**src/rtl/mdio_master_pkg.sv**
```systemverilog
package mdio_master_pkg;

    typedef enum logic [1:0] {
        OP_IDLE = 2'd0,
        OP_WR   = 2'd1,
        OP_RD   = 2'd2,
        OP_SCAN = 2'd3
    } mdio_op_e;

    localparam logic [1:0] SOF_BITS  = 2'b01;
    localparam logic [1:0] OPC_WRITE = 2'b01;
    localparam logic [1:0] OPC_READ  = 2'b10;
    localparam logic [1:0] TA_DRIVE  = 2'b10;

endpackage

```
**src/rtl/mdio_clk_div.sv**
```systemverilog
module mdio_clk_div #(
    parameter int DIV_W = 8
) (
    input  logic             clk,
    input  logic             rst,
    input  logic [DIV_W-1:0] div_i,
    output logic             mdc_o,
    output logic             fall_tick_o,
    output logic             rise_tick_o
);

    typedef struct packed {
        logic [DIV_W-1:0] cnt;
        logic             mdc;
    } div_st_t;

    div_st_t st_d, st_q;
    logic [DIV_W-1:0] div_eff;
    logic [DIV_W-1:0] half_m1;
    logic             at_edge;

    always_comb begin
        div_eff = (div_i < DIV_W'(2)) ? DIV_W'(2) : div_i;
        half_m1 = (div_eff >> 1) - 1'b1;
        // ">=" keeps the count sane when the divider shrinks mid-phase
        at_edge = (st_q.cnt >= half_m1);
        st_d    = st_q;
        if (at_edge) begin
            st_d.cnt = '0;
            st_d.mdc = ~st_q.mdc;
        end else begin
            st_d.cnt = st_q.cnt + 1'b1;
        end
    end

    always_ff @(posedge clk) begin
        if (rst) st_q <= '0;
        else     st_q <= st_d;
    end

    assign mdc_o       = st_q.mdc;
    assign fall_tick_o = at_edge & st_q.mdc;
    assign rise_tick_o = at_edge & ~st_q.mdc;

endmodule

```
**src/rtl/mdio_cmd_arb.sv**
```systemverilog
module mdio_cmd_arb
    import mdio_master_pkg::*;
(
    input  logic     req_wr_i,
    input  logic     req_rd_i,
    input  logic     req_scan_i,
    output mdio_op_e op_o
);

    always_comb begin
        if (req_wr_i)        op_o = OP_WR;
        else if (req_rd_i)   op_o = OP_RD;
        else if (req_scan_i) op_o = OP_SCAN;
        else                 op_o = OP_IDLE;
    end

endmodule

```
**src/rtl/mdio_frame_eng.sv**
```systemverilog
module mdio_frame_eng
    import mdio_master_pkg::*;
#(
    parameter int ADDR_W  = 5,
    parameter int DATA_W  = 16,
    parameter int PRE_LEN = 32
) (
    input  logic              clk,
    input  logic              rst,
    input  logic              fall_tick_i,
    input  logic              rise_tick_i,
    input  mdio_op_e          op_i,
    input  logic              nopre_i,
    input  logic [ADDR_W-1:0] phy_i,
    input  logic [ADDR_W-1:0] reg_i,
    input  logic [DATA_W-1:0] wdata_i,
    input  logic              mdio_in_i,
    output logic              mdio_out_o,
    output logic              mdio_oe_o,
    output logic              busy_o,
    output logic [DATA_W-1:0] rdata_o,
    output logic              rupd_o,
    output logic              wstart_o,
    output logic              rstart_o,
    output logic              sdone_o
);

    localparam int FRM_W    = 6 + 2 * ADDR_W + DATA_W;
    localparam int TOTAL    = PRE_LEN + FRM_W;
    localparam int POS_W    = $clog2(TOTAL + 1);
    localparam int REL_POS  = PRE_LEN + 4 + 2 * ADDR_W;
    localparam int DATA_POS = REL_POS + 2;
    localparam int LAST_POS = TOTAL - 1;

    typedef struct packed {
        logic              busy;
        mdio_op_e          op;
        logic [POS_W-1:0]  pos;
        logic [FRM_W-1:0]  frame;
        logic [DATA_W-1:0] shreg;
        logic [DATA_W-1:0] rdat;
        logic              out;
        logic              oe;
        logic              upd;
        logic              ws;
        logic              rs;
        logic              sdone;
    } eng_st_t;

    eng_st_t st_d, st_q;
    logic [FRM_W-1:0] ld_frame;
    logic [POS_W-1:0] nxt_pos;
    logic             is_wr_req;

    always_comb begin
        is_wr_req = (op_i == OP_WR);
        ld_frame  = {SOF_BITS, (is_wr_req ? OPC_WRITE : OPC_READ), phy_i, reg_i,
                     TA_DRIVE, (is_wr_req ? wdata_i : {DATA_W{1'b0}})};
        nxt_pos   = st_q.pos + 1'b1;

        st_d       = st_q;
        st_d.upd   = 1'b0;
        st_d.ws    = 1'b0;
        st_d.rs    = 1'b0;
        st_d.sdone = 1'b0;

        if (!st_q.busy) begin
            if (fall_tick_i && (op_i != OP_IDLE)) begin
                st_d.busy  = 1'b1;
                st_d.op    = op_i;
                st_d.oe    = 1'b1;
                st_d.ws    = is_wr_req;
                st_d.rs    = (op_i == OP_RD);
                st_d.shreg = '0;
                if (nopre_i || (PRE_LEN == 0)) begin
                    st_d.pos   = POS_W'(PRE_LEN);
                    st_d.out   = ld_frame[FRM_W-1];
                    st_d.frame = ld_frame << 1;
                end else begin
                    st_d.pos   = '0;
                    st_d.out   = 1'b1;
                    st_d.frame = ld_frame;
                end
            end
        end else begin
            if (rise_tick_i && (st_q.op != OP_WR) && (int'(st_q.pos) >= DATA_POS))
                st_d.shreg = {st_q.shreg[DATA_W-2:0], mdio_in_i};
            if (fall_tick_i) begin
                if (int'(st_q.pos) == LAST_POS) begin
                    st_d.busy  = 1'b0;
                    st_d.oe    = 1'b0;
                    st_d.out   = 1'b1;
                    st_d.sdone = (st_q.op == OP_SCAN);
                    if (st_q.op != OP_WR) begin
                        st_d.upd  = 1'b1;
                        st_d.rdat = st_q.shreg;
                    end
                end else begin
                    st_d.pos = nxt_pos;
                    if (int'(nxt_pos) < PRE_LEN) begin
                        st_d.out = 1'b1;
                    end else begin
                        st_d.out   = st_q.frame[FRM_W-1];
                        st_d.frame = st_q.frame << 1;
                    end
                    st_d.oe = (st_q.op == OP_WR) || (int'(nxt_pos) < REL_POS);
                end
            end
        end
    end

    always_ff @(posedge clk) begin
        if (rst) st_q <= '0;
        else     st_q <= st_d;
    end

    assign mdio_out_o = st_q.out;
    assign mdio_oe_o  = st_q.oe;
    assign busy_o     = st_q.busy;
    assign rdata_o    = st_q.rdat;
    assign rupd_o     = st_q.upd;
    assign wstart_o   = st_q.ws;
    assign rstart_o   = st_q.rs;
    assign sdone_o    = st_q.sdone;

    // Line released during turnaround and data of every read-type frame
    assert_read_release_R5: assert property (@(posedge clk) disable iff (rst)
        (st_q.busy && (st_q.op != OP_WR) && (int'(st_q.pos) >= REL_POS)) |-> !st_q.oe);

    // Write frames keep the line driven for their whole length
    assert_write_driven_R3: assert property (@(posedge clk) disable iff (rst)
        (st_q.busy && (st_q.op == OP_WR)) |-> st_q.oe);

endmodule

```
**src/rtl/mdio_scan_mon.sv**
```systemverilog
module mdio_scan_mon (
    input  logic clk,
    input  logic rst,
    input  logic req_scan_i,
    input  logic sdone_i,
    input  logic link_bit_i,
    output logic link_fail_o,
    output logic invalid_o
);

    typedef struct packed {
        logic link_fail;
        logic invalid;
    } mon_st_t;

    mon_st_t st_d, st_q;

    always_comb begin
        st_d = st_q;
        if (sdone_i) st_d.link_fail = ~link_bit_i;
        if (!req_scan_i)  st_d.invalid = 1'b1;
        else if (sdone_i) st_d.invalid = 1'b0;
    end

    always_ff @(posedge clk) begin
        if (rst) st_q <= '{link_fail: 1'b0, invalid: 1'b1};
        else     st_q <= st_d;
    end

    assign link_fail_o = st_q.link_fail;
    assign invalid_o   = st_q.invalid;

endmodule

```
**src/rtl/mdio_master.sv**
```systemverilog
module mdio_master
    import mdio_master_pkg::*;
#(
    parameter int DIV_W    = 8,
    parameter int ADDR_W   = 5,
    parameter int DATA_W   = 16,
    parameter int PRE_LEN  = 32,
    parameter int LINK_BIT = 2
) (
    input  logic              clk,
    input  logic              rst,
    input  logic [DIV_W-1:0]  clk_div,
    input  logic              skip_preamble,
    input  logic [ADDR_W-1:0] phy_addr,
    input  logic [ADDR_W-1:0] reg_addr,
    input  logic [DATA_W-1:0] wr_data,
    input  logic              req_write,
    input  logic              req_read,
    input  logic              req_scan,
    input  logic              mdio_in,
    output logic              mdio_out,
    output logic              mdio_oe,
    output logic              mdc,
    output logic              busy,
    output logic [DATA_W-1:0] rd_data,
    output logic              rd_data_update,
    output logic              write_start,
    output logic              read_start,
    output logic              link_fail,
    output logic              scan_invalid
);

    logic     fall_tick;
    logic     rise_tick;
    logic     scan_done;
    mdio_op_e op_sel;

    mdio_clk_div #(.DIV_W(DIV_W)) u_div (
        .clk         (clk),
        .rst         (rst),
        .div_i       (clk_div),
        .mdc_o       (mdc),
        .fall_tick_o (fall_tick),
        .rise_tick_o (rise_tick)
    );

    mdio_cmd_arb u_arb (
        .req_wr_i   (req_write),
        .req_rd_i   (req_read),
        .req_scan_i (req_scan),
        .op_o       (op_sel)
    );

    mdio_frame_eng #(
        .ADDR_W  (ADDR_W),
        .DATA_W  (DATA_W),
        .PRE_LEN (PRE_LEN)
    ) u_eng (
        .clk         (clk),
        .rst         (rst),
        .fall_tick_i (fall_tick),
        .rise_tick_i (rise_tick),
        .op_i        (op_sel),
        .nopre_i     (skip_preamble),
        .phy_i       (phy_addr),
        .reg_i       (reg_addr),
        .wdata_i     (wr_data),
        .mdio_in_i   (mdio_in),
        .mdio_out_o  (mdio_out),
        .mdio_oe_o   (mdio_oe),
        .busy_o      (busy),
        .rdata_o     (rd_data),
        .rupd_o      (rd_data_update),
        .wstart_o    (write_start),
        .rstart_o    (read_start),
        .sdone_o     (scan_done)
    );

    mdio_scan_mon u_mon (
        .clk         (clk),
        .rst         (rst),
        .req_scan_i  (req_scan),
        .sdone_i     (scan_done),
        .link_bit_i  (rd_data[LINK_BIT]),
        .link_fail_o (link_fail),
        .invalid_o   (scan_invalid)
    );

    assert_drive_on_fall_R6: assert property (@(posedge clk) disable iff (rst)
        (!$stable(mdio_out) || !$stable(mdio_oe)) |-> $fell(mdc));

    assert_start_excl_R7: assert property (@(posedge clk) disable iff (rst)
        $onehot0({write_start, read_start}));

    assert_start_busy_R9: assert property (@(posedge clk) disable iff (rst)
        (write_start || read_start) |-> $rose(busy));

    assert_update_end_R9: assert property (@(posedge clk) disable iff (rst)
        rd_data_update |-> $fell(busy));

    assert_link_timing_R10: assert property (@(posedge clk) disable iff (rst)
        !$stable(link_fail) |-> $past(rd_data_update));

    assert_invalid_clear_R11: assert property (@(posedge clk) disable iff (rst)
        $fell(scan_invalid) |-> $past(rd_data_update));

endmodule

```
**config.mk**
```make
export PLATFORM = sky130hd
export DESIGN_NAME = mdio_master
export DESIGN_NICKNAME = d
export VERILOG_FILES = /design/src/rtl/mdio_master_pkg.sv /design/src/rtl/mdio_clk_div.sv /design/src/rtl/mdio_cmd_arb.sv /design/src/rtl/mdio_frame_eng.sv /design/src/rtl/mdio_scan_mon.sv /design/src/rtl/mdio_master.sv
export SDC_FILE = /design/constraint.sdc
export NUM_CORES = 1
export LEC_CHECK = 0
export BUFFER_PORTS_ARGS = -buffer_cell sky130_fd_sc_hd__buf_2
export CAP_MARGIN = 20
export CORE_MARGIN = 2
export CORE_UTILIZATION = 58
export DETAILED_ROUTE_END_ITERATION = 6
export HOLD_SLACK_MARGIN = 0.03
export PLACE_DENSITY = 0.8
export SLEW_MARGIN = 40
export SYNTH_ARGS = -nofsm -noshare
export SYNTH_HDL_FRONTEND = slang
export SYNTH_SLANG_ARGS = --single-unit
```
**constraint.sdc**
```tcl
create_clock -name clk -period 3 [get_ports clk]
set_clock_uncertainty 0.15 [all_clocks]
set_input_delay 0 -clock clk [delete_from_list [all_inputs] [get_ports clk]]
set_output_delay 0 -clock clk [all_outputs]
set_load 0.05 [all_outputs]
```
# == Word-level counts from Yosys, hierarchy flattened ==
# Cells that the tools add are included.
# op_classes
bitwise,9
div,0
magnitude_cmp,5
multipliers,0
n_eq_ne,10
mux,24
shifts,0
n_reduce_logical,16
add_sub_neg,3
# op_table
op,n
$mux W39,2
$mux W58,1
$mux W55,1
$mux W38,1
$mux W16,2
$mux W32,1
$lt A7 B6 Y1 const B,2
$mux W2,7
$add A8 B1 Y8 const B,1
$ge A8 B8 Y1,1
$lt A8 B2 Y1 const B,1
$mux W8,1
$reduce_and A4 Y1,2
$sub A7 B1 Y8 const B,1
$add A7 B1 Y7 const B,1
$eq A7 B7 Y1 const B,1
$ge A7 B6 Y1 const B,1
$mux W1,7
$not A1 Y1,7
$ne A2 B2 Y1 const B,3
$reduce_and A2 Y1,3
$eq A2 B1 Y1 const B,2
$eq A2 B2 Y1 const B,2
$ne A2 B1 Y1 const B,2
other kinds (9),14
# totals
regBits,91
ram_bits,0
mem_count,0
wordCells,83
rom_bits,0
latchBits,0

# == Depth between registers and ports, before layout ==
# depth
word_depth,9
mapped_depth,13
depth_no_buf,11

# == By module ==
# Synthesis repeated with hierarchy kept, for this count alone.
# unflattened
hier_cells,545
hier_area_um2,4787.1
# modules_own_cells
mod,seq_area_each_um2,cells_each,instances,area_each_um2
mdio_frame_eng,1601.5,453,1,3978.8
mdio_clk_div,180.2,82,1,724.4
mdio_scan_mon,40.0,6,1,65.1
mdio_cmd_arb,0.0,4,1,18.8

# == Worst setup path before layout ==
# Ideal clock, no wire load.
# synth_path
path_kind,input-to-reg
from,input port clk_div[5]
to,register u_eng.st_q[55] in the netlist's numbering
arrival_time_ns,2.264
path_slack_ns,0.443
cell_stages,11
setup_time_ns,0.142
path_cell_list,nor3_1 -> a21oi_1 -> ha_1 -> nand3b_1 -> xor2_1 -> ha_1 -> nand4_1 -> o311a_2 -> nor3_2 -> buf_2 -> a311oi_2
# synth_between
elab_chain_len,8
word_cells_on_any_way,9
# synth_rtl
element,line_no,text
"start, declared",mdio_master.sv:12,"input logic [DIV_W-1:0] clk_div,"
$lt A8 B2 Y1,mdio_clk_div.sv:23,div_eff = (div_i < DIV_W'(2)) ? DIV_W'(2) : div_i;
$mux W8 *,mdio_clk_div.sv:23,
$sub A7 B1 Y8 *,mdio_clk_div.sv:24,half_m1 = (div_eff >> 1) - 1'b1;
$ge A8 B8 Y1 *,mdio_clk_div.sv:26,at_edge = (st_q.cnt >= half_m1);
$and A1 B1 Y1 *,mdio_clk_div.sv:42,assign fall_tick_o = at_edge & st_q.mdc;
$logic_and A1 B1 Y1,mdio_frame_eng.sv:68,if (fall_tick_i && (op_i != OP_IDLE)) begin
$reduce_bool A2 Y1 (no source line),--,
$reduce_and A4 Y1 (no source line) *,--,
"end signal, assigned",mdio_frame_eng.sv:114,else st_q <= st_d;
"end, declared",mdio_frame_eng.sv:50,"eng_st_t st_d, st_q;"
# Mark *: on every way between the ends. The rest lies on a longest branch, timed or not.
# A chain may end at the register's enable or synchronous reset.

# == Final worst setup path ==
# layout_path
from,register u_div.st_q[1] in the netlist's numbering
to,register u_div.st_q[8] in the netlist's numbering
# layout_between
elab_chain_len,2
word_cells_on_any_way,3
# layout_rtl
element,line_no,text
"start, declared",mdio_clk_div.sv:17,"div_st_t st_d, st_q;"
"start signal, assigned",mdio_clk_div.sv:38,else st_q <= st_d;
$ge A8 B8 Y1,mdio_clk_div.sv:26,
$reduce_or A2 Y1 (no source line),--,
# Parallel ways exist; a longest one is shown, timed or not.

==> impl_metrics.yaml <==
drt:
  viasPerCell: 6.215
  top_layer_used: "met4"
  m1WireLength_um: 5279
  first_pass_iters: 5
  routed_wl_um: 11220
  wl_met2_um: 5296
  drt_iter0_markers: 228
  via_count: 4400
  drcViolationCount: 0
  drtAntennaViolNets: 0
  wire_per_inst_um: 15.85
  wl_met3_um: 515
yosys:
  yosys.area.top_type: "dfxtp_1"
  yosysSeqAreaShare_pct: 35.92
  async_flop_share_pct: 0
  synth_most_common_cell: "dfxtp_1"
  synthTopCellsByCount: "dfxtp_1 (91), nand2b_1 (39), clkbuf_1 (37), a31oi_1 (32), a21oi_1 (30)"
  postSynthCellCount: 566
  synth-seq-cells: 91
  syn_area_mm2: 0.005071
  yosys_warnings: 0
  syn-num-nets: 620
  synth_edf_count: 0
  synth_top_area_share_pct: 35.92
  syn_area_per_cell_um2: 8.960
  ys.flop_type: "dfxtp_1"
  synth_top_cells_by_area: "dfxtp_1 (36%), mux2_2 (5.6%), nand2b_1 (4.8%)"
  synth_cell_type_count: 59
cts:
  htreeDepth: 3
  clk_latency_ns: 0.37
  postCtsResizedCells: 0
  cts_setup_buffers: 0
  root_buffer: "clkbuf_8"
  cts_buffers: 9
  clk_pin_slew_ns: 0.10
  cts_sinks: 91
  cts_tree: "built"
  clock_path_buffers: 2
  cts_hold_buffers: 10
power_and_ir_drop:
  net-switching-power_mw: 0.5849
  seqPwrFrac_pct: 51.2
  pwr-share-clk_pct: 40.5
  pwr-share-comb_pct: 8.3
  power.density_mw_per_mm2: 419.7
  internal-power_mw: 1.793
  p_sw_share_pct: 24.59
  leakage_nw: 1.909
  vdd_ir_drop_max_uv: 198.0
timing:
  finalSetupViolCount: 0
  final-hold-violation-count: 0
  slew_violations: 0
  finalCritPeriodShare_pct: 86.38
  max-slew-margin-rel_pct: 45.54
  setup-tns-final_ns: 0
  rsz0062_at_grt: "no"
  min_period_ns: 2.591
  tightest_slew_ns: 0.8115
  max_freq_mhz: 385.9
placement:
  dp.cells: 682
  detailed_place.area_mm2: 0.005335
  place_hpwl_um: 7142
  portBuffers: 64
  place_congestion: 0.8753
finish:
  multi_input_area_mm2: 0.002849
  syn_to_final_growth_pct: 11.74
  ff_latch_area_mm2: 0.001822
  fin_util_pct: 65.94
  regMostFlops: "u_eng.st_q"
  design_area_mm2: 0.005667
  n_antenna_cell: 0
  drive_above_1_share_pct: 24.00
  largest_register_ff_count: 57
  nets: 649
  final_cells: 708
  nFillCells: 717
worst_setup_path:
  setup.worst_path.end_class: "flop"
  startpoint: "u_div.st_q[1]"
  r2r-start: "u_div.st_q[1]"
  slowest_stage: "a2111oi_4"
  ff2ff_setup_slack_ns: 0.41
  reg2reg_to: "u_div.st_q[8]"
  cp_cell_sequence: "inv_1, ha_1, nand2b_4, a2111oi_4, o311a_2, buf_4, nand2b_1, nor2_1"
  start_kind: "flop"
  cp.required_ns: 3.15
  crit_fanout: 17
  ff2ff_path_depth: 8
  max_stage_delay_ns: 0.44
  cp.arrival_ns: 2.74
  path_class: "flop to flop"
min_path:
  min_path_cells: 4
  hold_class: "input pin to flop"
  hold_end: "u_eng.st_q[46]"
  hp-start: "wr_data[7]"
grt:
  grt_overflow_total: 0
  grt_usage_pct: 23.98
  antenna_found_initial: 0
  grt_pass1_vias: 4132
  grt_start_max_net_pins: 72
  grt_pass1_wl_um: 19270
outcome:
  status: "finished clean"
floorplan:
  rows: 34
  core_area_mm2: 0.008593
  dieArea_mm2: 0.009507
  initial_core_util_pct: 59.01
  ios: 66
  die_h_um: 97.51
  die_x_um: 97.51
run:
  timing.max_cap.violations: 0
## worst max-delay path, delay by kind of cell, from the launching register on
kind / cells / cell delay, ns
compound gates: 2 / 0.84
simple gates: 3 / 0.52
buf+inv: 2 / 0.32
fa+ha+maj: 1 / 0.28
flops: 1 / 0.41
## power by group through the flow
stage,Clock [mW],Combinational [mW],Sequential (mW)
global placement,0,0.181,1.24
floorplan,0,0.128,1.24
CTS,0.981,0.198,1.22
detailed placement,0,0.187,1.24
global route,1.03,0.218,1.22
finish,0.963,0.198,1.22
## area by class of cell
cell class              instances  area share (%)
multi-input cells             391           50.28
repair buffers                 91           10.38
well taps                     108           2.385
inverters                      11          0.7286
clock inverters                 7           1.899
flip-flops and latches         91           32.15
clock buffers                   9           2.186
## cell usage in the layout, fill, tap and decap left out, types with 5 or more instances in the layout
cell	netlist	routed
nand3_1	29	29
buf_2	17	63
mux2_2	25	25
a311oi_1	8	8
dfxtp_1	91	91
o21ai_0	20	20
a21oi_1	30	29
o31ai_1	5	5
nand2b_1	39	39
nand4_1	15	15
a31oi_1	32	32
a32oi_1	16	16
nand2_1	27	27
inv_1	10	10
buf_4	17	15
nor2_1	16	16
a211oi_1	17	17
ha_1	13	13
clkbuf_8	0	9
a311oi_2	10	10
nor3_1	10	10
mux2i_1	17	17
dlygate4sd3_1	0	10
xor2_1	7	7
## metrics by stage
step / setup slack, ns / hold slack [ns] / power [mW]
after global routing: 0.1992 / 0.04902 / 2.462
after floorplan: 0.4435 / -0.06303 / 1.373
after CTS: 0.3901 / 0.03184 / 2.395
final: 0.4087 / 0.04093 / 2.378
after global placement: 0.1298 / 0.07576 / 1.425
after detailed placement: 0.01975 / 0.07684 / 1.432
## per-layer routing
| metal | vias up | track usage [%] |
|---|---|---|
| met5 | - | 0 |
| met3 | 13 | 5.683 |
| met4 | 0 | 6.624 |
| li1 | 2159 | - |
| met2 | 130 | 38.20 |
| met1 | 2098 | 32.69 |
## cells by family (layout without fill, tap and decap cells)
logic type | count (synthesis) | count (layout) | synth area share [%]
flip-flops | 91 | 91 | 35.92
AO/OA/AOI/OAI | 160 | 160 | 23.61
adder cells (fa/ha/maj) | 13 | 13 | 3.208
AND/OR/NAND/NOR | 166 | 166 | 18.53
multiplexers | 42 | 42 | 8.907
other | 1 | 1 | 0.07395
buffers and inverters | 84 | 118 | 8.191
XOR/XNOR | 9 | 9 | 1.554
## how the worst max path moves through the flow
stage	to	slack, ns	depth (start not counted)
global route	u_eng.rdata_o[9]	0.20	12
global placement	u_eng.rdata_o[11]	0.13	12
detailed placement	u_eng.rdata_o[7]	0.02	12
floorplan	u_eng.st_q[55]	0.44	11
finish	u_div.st_q[8]	0.41	8
CTS	u_div.st_q[8]	0.39	8
Power figures use the tool's default switching activity.
